## config.mk

```make
export PLATFORM = sky130hd
export DESIGN_NAME = mic_cic_top
export DESIGN_NICKNAME = d
export VERILOG_FILES = /design/src/rtl/mic_cic_pkg.sv /design/src/rtl/mic_cic_ctrl.sv /design/src/rtl/mic_cic_datapath.sv /design/src/rtl/mic_cic_top.sv
export SDC_FILE = /design/constraint.sdc
export NUM_CORES = 1
export LEC_CHECK = 0
export BUFFER_PORTS_ARGS = -buffer_cell sky130_fd_sc_hd__buf_2
export CAP_MARGIN = 30
export CORE_MARGIN = 8
export CORE_UTILIZATION = 25
export CTS_CLUSTER_DIAMETER = 80
export DETAILED_ROUTE_END_ITERATION = 12
export GPL_ROUTABILITY_DRIVEN = 0
export GPL_TIMING_DRIVEN = 0
export PLACE_DENSITY = 0.38
export REMOVE_ABC_BUFFERS = 1
export SLEW_MARGIN = 15
export SYNTH_ARGS = -nofsm -noshare
export SYNTH_HDL_FRONTEND = slang
export SYNTH_SLANG_ARGS = --single-unit
export TNS_END_PERCENT = 50
```

## constraint.sdc

```tcl
create_clock -name clk -period 9.7 [get_ports clk]
set_input_delay 0.485 -clock clk [delete_from_list [all_inputs] [get_ports clk]]
set_output_delay 0.485 -clock clk [all_outputs]
set_load 0.005 [all_outputs]
```

## src/rtl/mic_cic_pkg.sv

```systemverilog
package mic_cic_pkg;

  // Strobes from the timing control to the filter datapath.
  typedef struct packed {
    logic sampleEn;  // take one input bit this cycle
    logic dumpEn;    // this bit closes a decimation frame
  } cic_strobe_t;

endpackage

```

## src/rtl/mic_cic_ctrl.sv

```systemverilog
module mic_cic_ctrl
  import mic_cic_pkg::*;
#(
  parameter int SYS_HZ = 100_000_000,
  parameter int BIT_HZ = 3_072_000,
  parameter int DECIM  = 64
) (
  input  logic        clk,
  input  logic        rst,
  output logic        micClk,
  output cic_strobe_t strobe
);

  localparam int ACC_W = $clog2(SYS_HZ) + 1;
  localparam int CNT_W = $clog2(DECIM);
  localparam logic [ACC_W:0] INC_V = (ACC_W + 1)'(2 * BIT_HZ);
  localparam logic [ACC_W:0] LIM_V = (ACC_W + 1)'(SYS_HZ);
  localparam logic [CNT_W-1:0] LAST_BIT = CNT_W'(DECIM - 1);
  localparam int GAP_LO = SYS_HZ / BIT_HZ;
  localparam int GAP_HI = GAP_LO + 1;

  logic [ACC_W-1:0] phaseAcc;
  logic [ACC_W:0]   phaseSum;
  logic             phaseWrap;
  logic [CNT_W-1:0] bitCnt;

  // Half-period phase accumulator: every wrap toggles the bit clock.
  always_comb begin
    phaseSum  = {1'b0, phaseAcc} + INC_V;
    phaseWrap = (phaseSum >= LIM_V);
  end

  always_ff @(posedge clk) begin
    if (rst) begin
      phaseAcc <= '0;
      micClk   <= 1'b0;
      bitCnt   <= '0;
      strobe   <= '0;
    end else begin
      strobe.sampleEn <= 1'b0;
      strobe.dumpEn   <= 1'b0;
      if (phaseWrap) begin
        phaseAcc <= ACC_W'(phaseSum - LIM_V);
        micClk   <= ~micClk;
        if (!micClk) begin
          // Rising edge of the bit clock: sample the data line.
          strobe.sampleEn <= 1'b1;
          strobe.dumpEn   <= (bitCnt == LAST_BIT);
          bitCnt          <= (bitCnt == LAST_BIT) ? '0 : bitCnt + 1'b1;
        end
      end else begin
        phaseAcc <= ACC_W'(phaseSum);
      end
    end
  end

  // Checker state: cycles since the previous sample strobe.
  logic [15:0] gapCnt;
  logic        seenRise;
  always_ff @(posedge clk) begin
    if (rst) begin
      gapCnt   <= '0;
      seenRise <= 1'b0;
    end else if (strobe.sampleEn) begin
      gapCnt   <= 16'd1;
      seenRise <= 1'b1;
    end else if (gapCnt != '1) begin
      gapCnt <= gapCnt + 16'd1;
    end
  end

  p_bitclk_gap_r1: assert property (@(posedge clk) disable iff (rst)
    (strobe.sampleEn && seenRise) |-> (gapCnt == 16'(GAP_LO) || gapCnt == 16'(GAP_HI)));

  p_sample_on_high_r1: assert property (@(posedge clk) disable iff (rst)
    strobe.sampleEn |-> micClk);

  p_phase_bound_r2: assert property (@(posedge clk) disable iff (rst)
    {1'b0, phaseAcc} < LIM_V);

  p_dump_with_sample_r3: assert property (@(posedge clk) disable iff (rst)
    strobe.dumpEn |-> strobe.sampleEn);

endmodule

```

## src/rtl/mic_cic_datapath.sv

```systemverilog
module mic_cic_datapath
  import mic_cic_pkg::*;
#(
  parameter int STAGES = 5,
  parameter int DECIM  = 64,
  parameter int OUT_W  = 16
) (
  input  logic              clk,
  input  logic              rst,
  input  logic              pdmData,
  input  cic_strobe_t       strobe,
  output logic [OUT_W-1:0]  sampleOut,
  output logic              sampleValid
);

  // One guard bit beyond the gain so that full-scale +1 input fits.
  localparam int ACC_W = 2 + STAGES * $clog2(DECIM);
  localparam int SHIFT = ACC_W - OUT_W;

  logic [1:0]              syncQ;
  logic signed [ACC_W-1:0] stepVal;

  always_ff @(posedge clk) begin
    if (rst) syncQ <= '0;
    else     syncQ <= {syncQ[0], pdmData};
  end

  assign stepVal = syncQ[1] ? ACC_W'(1) : '1;

  // Integrator chain, advanced once per bit.
  for (genvar g = 0; g < STAGES; g++) begin : intStg
    logic signed [ACC_W-1:0] q;
    logic signed [ACC_W-1:0] addend;
    if (g == 0) begin : gFirst
      assign addend = stepVal;
    end else begin : gNext
      assign addend = intStg[g-1].q;
    end
    always_ff @(posedge clk) begin
      if (rst)                  q <= '0;
      else if (strobe.sampleEn) q <= q + addend;
    end
  end

  // Comb chain, advanced once per frame.
  for (genvar g = 0; g < STAGES; g++) begin : cmbStg
    logic signed [ACC_W-1:0] din;
    logic signed [ACC_W-1:0] dly;
    logic signed [ACC_W-1:0] diff;
    if (g == 0) begin : gFirst
      assign din = intStg[STAGES-1].q;
    end else begin : gNext
      assign din = cmbStg[g-1].diff;
    end
    assign diff = din - dly;
    always_ff @(posedge clk) begin
      if (rst)                dly <= '0;
      else if (strobe.dumpEn) dly <= din;
    end
  end

  logic signed [ACC_W-1:0] scaled;
  assign scaled = cmbStg[STAGES-1].diff >>> SHIFT;

  always_ff @(posedge clk) begin
    if (rst) begin
      sampleOut   <= '0;
      sampleValid <= 1'b0;
    end else begin
      sampleValid <= strobe.dumpEn;
      if (strobe.dumpEn) sampleOut <= OUT_W'(scaled);
    end
  end

  p_valid_pulse_r3: assert property (@(posedge clk) disable iff (rst)
    sampleValid |=> !sampleValid);

  p_out_hold_r8: assert property (@(posedge clk) disable iff (rst)
    !$stable(sampleOut) |-> sampleValid);

  p_valid_after_dump_r3: assert property (@(posedge clk) disable iff (rst)
    sampleValid |-> $past(strobe.dumpEn));

endmodule

```

## src/rtl/mic_cic_top.sv

```systemverilog
module mic_cic_top
  import mic_cic_pkg::*;
#(
  parameter int SYS_HZ = 100_000_000,
  parameter int BIT_HZ = 3_072_000,
  parameter int STAGES = 5,
  parameter int DECIM  = 64,
  parameter int OUT_W  = 16
) (
  input  logic             clk,
  input  logic             rst,
  input  logic             pdmData,
  output logic             micClk,
  output logic [OUT_W-1:0] sampleOut,
  output logic             sampleValid
);

  cic_strobe_t strobe;

  mic_cic_ctrl #(
    .SYS_HZ(SYS_HZ),
    .BIT_HZ(BIT_HZ),
    .DECIM (DECIM)
  ) uCtrl (
    .clk   (clk),
    .rst   (rst),
    .micClk(micClk),
    .strobe(strobe)
  );

  mic_cic_datapath #(
    .STAGES(STAGES),
    .DECIM (DECIM),
    .OUT_W (OUT_W)
  ) uPath (
    .clk        (clk),
    .rst        (rst),
    .pdmData    (pdmData),
    .strobe     (strobe),
    .sampleOut  (sampleOut),
    .sampleValid(sampleValid)
  );

endmodule

```

==> impl_metrics.toml, run 1 <==
[critical_path]
reg2reg_from = "uPath.cmbStg[0].din[0]"
r2r_cells = 50
crit_fanout = 4
rr_endpoint = "uPath.sampleOut[15]"
critical_path.slowest_cell = "ha_1"
cp-end-kind = "register"
critPathRequiredTime_ns = 10.18
slowest_delay_ns = 0.35
critPathLaunchType = "register"
reg2reg_slack_ns = 0.62
crit_type = "register to register"
arrival_ns = 9.56

[routing]
wl_per_cell_um = 12.8
drc_errors = 0
drtIter0Drc = 809
ant_nets = 0
viasPerCell = 4.43
wirelength_um = 62600
dr_total_vias = 21688
drt_first_pass_iters = 5

[synthesis]
synthArstFlopShare = 0
yosysWarnings = 0
yosys-top-cells-area = "dfxtp_1 (27%), ha_1 (14%), mux2i_1 (9.2%), nor2_1 (6.1%), xnor2_1 (5.8%)"
synthFlopType = "dfxtp_1"
synth.most_common_cell = "nor2_1"
yosys-top-cells-count = "nor2_1 (448), dfxtp_1 (368), ha_1 (313), a21oi_1 (262), mux2i_1 (254)"
synth-seq-cells = 368
synth_area_leader_cell = "dfxtp_1"
ys_seq_area_frac = 0.267
syn_inst = 3340
synth_top_area_share = 0.267
synth_cell_types = 93
syn_area_per_cell_um2 = 8.26
synth_edf_count = 0
synth_area_um2 = 27600

[floorplanning]
dieHeight_um = 348
ios = 21
die_w_um = 348
rows = 122
die_area_um2 = 121000
start_util = 0.251
core_um2 = 110000

[sta]
slew_viol_final = 0
slew_headroom = 0.354
setup_violations = 0
worstMarginPinSlew_ns = 0.945
setup_ws_ns = 0.618
clock_skew_ns = 0.0236
hold_viol = 0
timing.final.crit_share = 0.936
period_needed_ns = 9.08
fmax_mhz = 110

[place]
dp_slack_ns = -1.10
placed_area_um2 = 29500
detailed_place_hpwl_um = 45900
io_buffer_count = 20

[pwr]
p_leak_nw = 13.3
power.density_nw_per_um2 = 121
peakVddDrop_v = 0.000114

[global_route]
grt_max_degree = 110
grt_pass1_wl_um = 105000
grt_pass1_vias = 21129
overflow = 0
antenna_found_initial = 0
grt_usage = 0.100

[final_layout]
drive_above_1_share = 0.0769
area_delta_synth_final_pct = 15.7
post-route-cell-area_um2 = 31900
n_antenna_cell = 0
layout.nets = 3690

[cts]
cts_buffer_depth = 3
cts-hold-fix-buffers = 0
cts_made_buffers = 51
cts_tree = "done"
cts_sinks = 368
cts-root-buf = "clkbuf_16"
cts-htree-levels = 2
path_clk_slew_ns = 0.06
clk_latency_ns = 0.62

[min_path]
min_path_type = "input pin to register"
hold_start = "pdmData"
whs_path_depth = 2
whs_endpoint = "uPath.syncQ[0]"

[status]
outcome = "complete, no violations"

[job]
max_cap_viol_count = 0
[cells by family (layout without fill, tap and decap cells)]
logic type      Yosys count  count (layout)  synth area share
compound gates          828             828             0.197
xor+xnor                283             283            0.0909
fa+ha+maj               322             322             0.148
buf+inv                 342             407            0.0465
flops                   368             368             0.267
mux                     256             256            0.0929
simple gates            941             941             0.158
[how the worst max path moves through the flow]
| stage | start | end | slack [ns] | cells after the start |
|---|---|---|---|---|
| 2_1_floorplan | uPath.cmbStg[0].din[0] | uPath.sampleOut[15] | 0.74 | 44 |
| 3_3_place_gp | uCtrl.strobe[1] | uPath.intStg[3].q[27] | -1.65 | 4 |
| 3_5_place_dp | uPath.cmbStg[0].din[0] | uPath.sampleOut[15] | -1.10 | 45 |
| 4_1_cts | uPath.cmbStg[0].din[0] | uPath.sampleOut[15] | 0.02 | 47 |
| 5_1_grt | uPath.cmbStg[0].din[0] | uPath.sampleOut[15] | -0.04 | 46 |
| 6_report | uPath.cmbStg[0].din[0] | uPath.sampleOut[15] | 0.62 | 50 |
[cell usage in the layout, fill, tap and decap left out, drive strengths merged, types with 55 or more instances in the layout]
master / count
buf: 69
ha: 313
nand2b: 59
a21o: 141
a21oi: 263
xnor2: 183
nand2: 153
nand3: 55
xor2: 99
o21ai: 136
inv: 246
dfxtp: 368
nor2: 448
clkbuf: 78
mux2i: 254
[worst max-delay path, delay by kind of cell (launching register included)]
| kind | cells | cell delay [ns] |
|---|---|---|
| compound gates | 25 | 4.11 |
| xor+xnor | 6 | 1.11 |
| fa+ha+maj | 6 | 1.78 |
| buf+inv | 4 | 0.43 |
| flops | 1 | 0.34 |
| simple gates | 9 | 1.16 |
[what timing repair did]
action	CTS	global route
resized for setup	34	42
buffers inserted	17	19
pin swaps	27	45
endpoints found under the setup margin	9	10
gates cloned	0	0
[area by class of cell]
class	count	area, um2
Clock buffer	78	1530
Timing Repair Buffer	69	694
Inverter	245	920
Multi-Input combinational cell	2630	19300
Clock inverter	15	216
Sequential cell	368	7380
Tap cell	1488	1860
Fill cell	11808	78100
[power by group]
group | leakage (nW) | internal, mW | switching [mW]
registers | 2.97 | 1.53 | 0.0221
logic | 9.49 | 0.169 | 0.207
clock network | 0.862 | 1.19 | 0.751
total | 13.3 | 2.89 | 0.979
[registers in the layout, summed over array words and instances, names as in the netlist]
signal	flops
uCtrl.bitCnt	6
uCtrl.micClk	1
uCtrl.phaseAcc	20
uCtrl.strobe	2
uPath.cmbStg.din	32
uPath.cmbStg.dly	160
uPath.intStg.q	128
uPath.sampleOut	16
uPath.sampleValid	1
uPath.syncQ	2
[stage by stage]
step	TNS [ns]	hold slack (ns)	utilization	std cells	power [mW]
after floorplan	0	0.414	-	3243	1.84
after global placement	-54.12	0.424	0.265	4751	1.93
after detailed placement	-5.90	0.427	0.268	4763	1.93
after CTS	0	0.0405	0.287	4873	3.96
after global routing	-0.0391	0.104	0.290	4893	4.08
final	0	0.0956	0.290	4893	3.87
[layer usage]
layer,up-vias,GRT usage,share of wire
li1,11878,-,-
met1,9611,0.131,0.50
met2,111,0.171,0.45
met3,88,0.0155,0.025
met4,0,0.0280,0.023
met5,-,0,0
No activity file was read; power rests on OpenSTA's default activity.
==> run 2: changes to the inputs <==
--- a/config.mk
+++ b/config.mk
@@ -8,12 +8,12 @@
 export BUFFER_PORTS_ARGS = -buffer_cell sky130_fd_sc_hd__buf_2
 export CAP_MARGIN = 30
 export CORE_MARGIN = 8
-export CORE_UTILIZATION = 25
+export CORE_UTILIZATION = 35
 export CTS_CLUSTER_DIAMETER = 80
 export DETAILED_ROUTE_END_ITERATION = 12
 export GPL_ROUTABILITY_DRIVEN = 0
 export GPL_TIMING_DRIVEN = 0
-export PLACE_DENSITY = 0.38
+export PLACE_DENSITY = 0.49
 export REMOVE_ABC_BUFFERS = 1
 export SLEW_MARGIN = 15
 export SYNTH_ARGS = -nofsm -noshare
==> constraint.sdc (replaced) <==
create_clock -name clk -period 9.7 [get_ports clk]
set_input_delay 1.94 -clock clk [delete_from_list [all_inputs] [get_ports clk]]
set_output_delay 1.94 -clock clk [all_outputs]
set_load 0.005 [all_outputs]
==> impl_metrics.toml, run 2 (synthesized netlist as in run 1, its figures left out) <==
[critical_path]
crit_fanout = 7
critical_path.slowest_cell = "fa_2"
cp-end-kind = "register"
reg2reg_slack_ns = 0.53
rr_endpoint = "uPath.sampleOut[15]"
reg2reg_from = "uPath.cmbStg[0].din[0]"
crit_type = "register to register"
arrival_ns = 9.67
critPathLaunchType = "register"
slowest_delay_ns = 0.36
r2r_cells = 47
critPathRequiredTime_ns = 10.20

[sta]
fmax_mhz = 109
hold_viol = 0
setup_violations = 0
clock_skew_ns = 0.0173
worstMarginPinSlew_ns = 0.770
slew_headroom = 0.473
slew_viol_final = 0
timing.final.crit_share = 0.945
period_needed_ns = 9.17

[min_path]
whs_path_depth = 1
hold_start = "uPath.syncQ[0]"
min_path_type = "register to register"
whs_endpoint = "uPath.syncQ[1]"

[floorplanning]
ios = 21
core_um2 = 78500
die_w_um = 297
die_area_um2 = 88100
rows = 103
dieHeight_um = 297
start_util = 0.352

[pwr]
power.density_nw_per_um2 = 119
total_power_mw = 3.70
p_leak_nw = 13.2
peakVddDrop_v = 0.000124

[job]
max_cap_viol_count = 0

[cts]
cts_tree = "done"
cts-root-buf = "clkbuf_16"
cts_made_buffers = 48
clk_latency_ns = 0.58
cts-htree-levels = 2
cts_sinks = 368
path_clk_slew_ns = 0.06
cts_buffer_depth = 3

[global_route]
grt_usage = 0.125
grt.met1_usage = 0.158
busiest_layer = "met2"
grt.met2_usage = 0.219
met3_usage = 0.0177
grt_pass1_wl_um = 97700
grt_max_degree = 128
grt_pass1_vias = 20848
overflow = 0
antenna_found_initial = 0

[final_layout]
largest_reg_flops = 160
final_cells = 4446
n_antenna_cell = 0
largest_register = "uPath.cmbStg.dly"
layout.nets = 3682
layout_common_cells = "nor2_1 (446), dfxtp_1 (364), ha_1 (306)"
mostFrequentLayoutCell = "nor2_1"
drive_above_1_share = 0.0704
area_delta_synth_final_pct = 12.9
fin_util = 0.397

[place]
place_inst = 4326
detailed_place_hpwl_um = 41500
io_buffer_count = 20

[routing]
dr_total_vias = 21597
viasPerCell = 4.86
drt_first_pass_iters = 5
wirelength_um = 56800
drc_errors = 0
drtIter0Drc = 671
ant_nets = 0
wl_per_cell_um = 12.8

[status]
outcome = "complete, no violations"
-- run 2: what timing repair did --
action,4_1_cts,5_1_grt
pin swaps,3,40
cloned,0,0
gates resized for setup,12,55
setup buffers,6,24
endpoints found under the setup margin,9,10
hold buffers,0,0
-- run 2: layout make-up --
type	count	area, um2
Clock buffer	76	1440
Fill cell	7983	47300
Multi-Input combinational cell	2630	19300
Sequential cell	368	7380
Clock inverter	13	148
Timing Repair Buffer	64	681
Inverter	245	920
Tap cell	1050	1310
-- run 2: per-layer routing --
metal,vias up,routed length [um]
li1,11837,-
met5,-,0
met1,9525,27900
met4,0,1300
met2,156,26200
met3,79,1360
-- run 2: critical path, delay by kind of cell, from the launching register on --
kind,cells,cell delay (ns)
buf+inv,4,0.45
fa+ha+maj,6,1.86
flops,1,0.34
xor+xnor,6,0.85
simple gates,10,1.90
compound gates,21,3.69
-- run 2: power breakdown --
part	switching, mW	internal, mW	leakage, nW
combinational	0.204	0.168	9.45
clock	0.691	1.09	0.785
sequential	0.0215	1.53	2.97
total	0.917	2.79	13.2
-- run 2: per-stage QoR --
| stage | setup slack (ns) | instance area [um2] | setup TNS, ns | hold slack, ns |
|---|---|---|---|---|
| floorplan | 0.741 | 27200 | 0 | 0.414 |
| global placement | -1.31 | 28700 | -30.87 | 0.442 |
| detailed placement | -0.978 | 29000 | -4.94 | 0.433 |
| CTS | 0.00227 | 30700 | 0 | 0.435 |
| global route | -0.0649 | 31200 | -0.0649 | 0.459 |
| finish | 0.529 | 31200 | 0 | 0.432 |
-- run 2: worst max-delay path by stage --
stage,endpoint,from,slack [ns],cells past startpoint
2_1_floorplan,uPath.sampleOut[15],uPath.cmbStg[0].din[0],0.74,44
3_3_place_gp,uPath.sampleOut[15],uPath.cmbStg[0].din[0],-1.31,45
3_5_place_dp,uPath.sampleOut[15],uPath.cmbStg[0].din[0],-0.98,45
4_1_cts,uPath.sampleOut[15],uPath.cmbStg[0].dly[1],0.002,45
5_1_grt,uPath.sampleOut[15],uPath.cmbStg[0].din[0],-0.06,49
6_report,uPath.sampleOut[15],uPath.cmbStg[0].din[0],0.53,47
==> run 3: changes to the inputs <==
--- a/config.mk
+++ b/config.mk
@@ -14,7 +14,6 @@
 export GPL_ROUTABILITY_DRIVEN = 0
 export GPL_TIMING_DRIVEN = 0
 export PLACE_DENSITY = 0.49
-export REMOVE_ABC_BUFFERS = 1
 export SLEW_MARGIN = 15
 export SYNTH_ARGS = -nofsm -noshare
 export SYNTH_HDL_FRONTEND = slang
==> impl_metrics.toml, run 3 (synthesized netlist as in run 1, its figures left out) <==
[critical_path]
crit_fanout = 5
reg2reg_slack_ns = 0.48
slowest_delay_ns = 0.41
crit_type = "register to register"
r2r_cells = 51
critPathLaunchType = "register"
cp-end-kind = "register"
arrival_ns = 9.64
critical_path.slowest_cell = "o41ai_4"
rr_endpoint = "uPath.sampleOut[15]"
critPathRequiredTime_ns = 10.12
reg2reg_from = "uPath.cmbStg[0].din[0]"

[global_route]
grt_pass1_vias = 21747
grt_pass1_wl_um = 114000
overflow = 0
grt_max_degree = 22
antenna_found_initial = 2
grt_usage = 0.155

[pwr]
power.density_nw_per_um2 = 120
peakVddDrop_v = 0.0000969
p_leak_nw = 13.3

[job]
max_cap_viol_count = 0

[min_path]
min_path_type = "register to register"
whs_path_depth = 1
whs_endpoint = "uPath.syncQ[1]"
hold_start = "uPath.syncQ[0]"

[sta]
slew_viol_final = 0
clock_skew_ns = 0.0127
slew_headroom = 0.319
setup_ws_ns = 0.481
period_needed_ns = 9.22
setup_violations = 0
worstMarginPinSlew_ns = 1.02
fin_setup_tns_ns = 0
fmax_mhz = 108
timing.final.crit_share = 0.950
whs_ns = 0.450
hold_viol = 0

[status]
outcome = "complete, no violations"

[floorplanning]
start_util = 0.352
ios = 21
core_um2 = 78500
dieHeight_um = 297
die_area_um2 = 88100
rows = 103
die_w_um = 297

[final_layout]
drive_above_1_share = 0.0712
regArea_um2 = 7370
layout.nets = 3776
final_cells = 4534
mostFrequentLayoutCell = "nor2_1"
largest_register = "uPath.cmbStg.dly"
area_delta_synth_final_pct = 13.8
n_antenna_cell = 0
largest_reg_flops = 160
multiInputGateArea_um2 = 19400
fillerInstances = 7989
layout_common_cells = "nor2_1 (447), dfxtp_1 (366), ha_1 (304)"

[routing]
route.met3.wl_um = 1830
ant_nets = 0
drtIter0Drc = 867
dr_total_vias = 22451
drc_errors = 0
drt_first_pass_iters = 5
met1_length_um = 33700
wl_per_cell_um = 15.7
wirelength_um = 71100
viasPerCell = 4.95
top_layer = "met4"
dr_wl_met2_um = 34300

[cts]
cts_made_buffers = 46
cts_sinks = 368
cts-htree-levels = 2
cts-hold-fix-buffers = 0
cts_tree = "done"
cts_buffer_depth = 3
cts-root-buf = "clkbuf_16"
path_clk_slew_ns = 0.06
clk_latency_ns = 0.58

[place]
dp_slack_ns = -0.799
place_inst = 4421
detailed_place_hpwl_um = 55400
io_buffer_count = 20

[synthesis]
synth_nets = 3665
[run 3: per-layer routing]
metal,global-route usage,up-vias
li1,-,12006
met1,0.197,10138
met2,0.276,233
met3,0.0190,74
met4,0.0381,0
met5,0,-
[run 3: timing repair]
action,4_1_cts,5_1_grt
endpoints found under the hold margin,0,0
buffers inserted,3,29
endpoints found under the setup margin,9,8
gates resized for setup,15,63
pin swaps,5,53
[run 3: layout make-up]
| type | count | share of cell area |
|---|---|---|
| tap | 1050 | 0.0418 |
| clock buffer | 65 | 0.0428 |
| multi-input combinational | 2630 | 0.616 |
| buffer | 96 | 0.0116 |
| timing repair buffer | 64 | 0.0157 |
| sequential | 368 | 0.235 |
| clock inverter | 16 | 0.00765 |
| inverter | 245 | 0.0293 |
[run 3: worst max-delay path by stage]
stage / start / endpoint / slack [ns] / cells past startpoint
CTS: uPath.cmbStg[0].dly[1] / uPath.sampleOut[15] / 0.01 / 44
global placement: uPath.cmbStg[0].din[0] / uPath.sampleOut[15] / -0.87 / 45
detailed placement: uPath.cmbStg[0].din[0] / uPath.sampleOut[15] / -0.80 / 45
finish: uPath.cmbStg[0].din[0] / uPath.sampleOut[15] / 0.48 / 51
global route: uPath.cmbStg[0].din[0] / uPath.sampleOut[15] / -0.08 / 51
floorplan: uPath.cmbStg[0].din[0] / uPath.sampleOut[15] / 1.01 / 44
[run 3: critical path, delay by kind of cell, from the launching register on]
kind | cells | cell delay [ns]
XOR/XNOR | 6 | 1.20
AND/OR/NAND/NOR | 11 | 1.30
adder cells (fa/ha/maj) | 6 | 1.67
AO/OA/AOI/OAI | 21 | 3.59
flip-flops | 1 | 0.33
buffers and inverters | 7 | 0.93
[run 3: stage by stage]
stage | instance area, um2 | power, mW | util
CTS | 30800 | 3.81 | 0.393
global placement | 29000 | 1.95 | 0.370
global route | 31400 | 3.95 | 0.400
floorplan | 27600 | 1.86 | -
detailed placement | 29200 | 1.95 | 0.372
finish | 31400 | 3.77 | 0.400
[run 3: power breakdown]
group,switching [mW],internal [mW]
registers,0.0178,1.53
clock network,0.707,1.12
logic,0.230,0.173
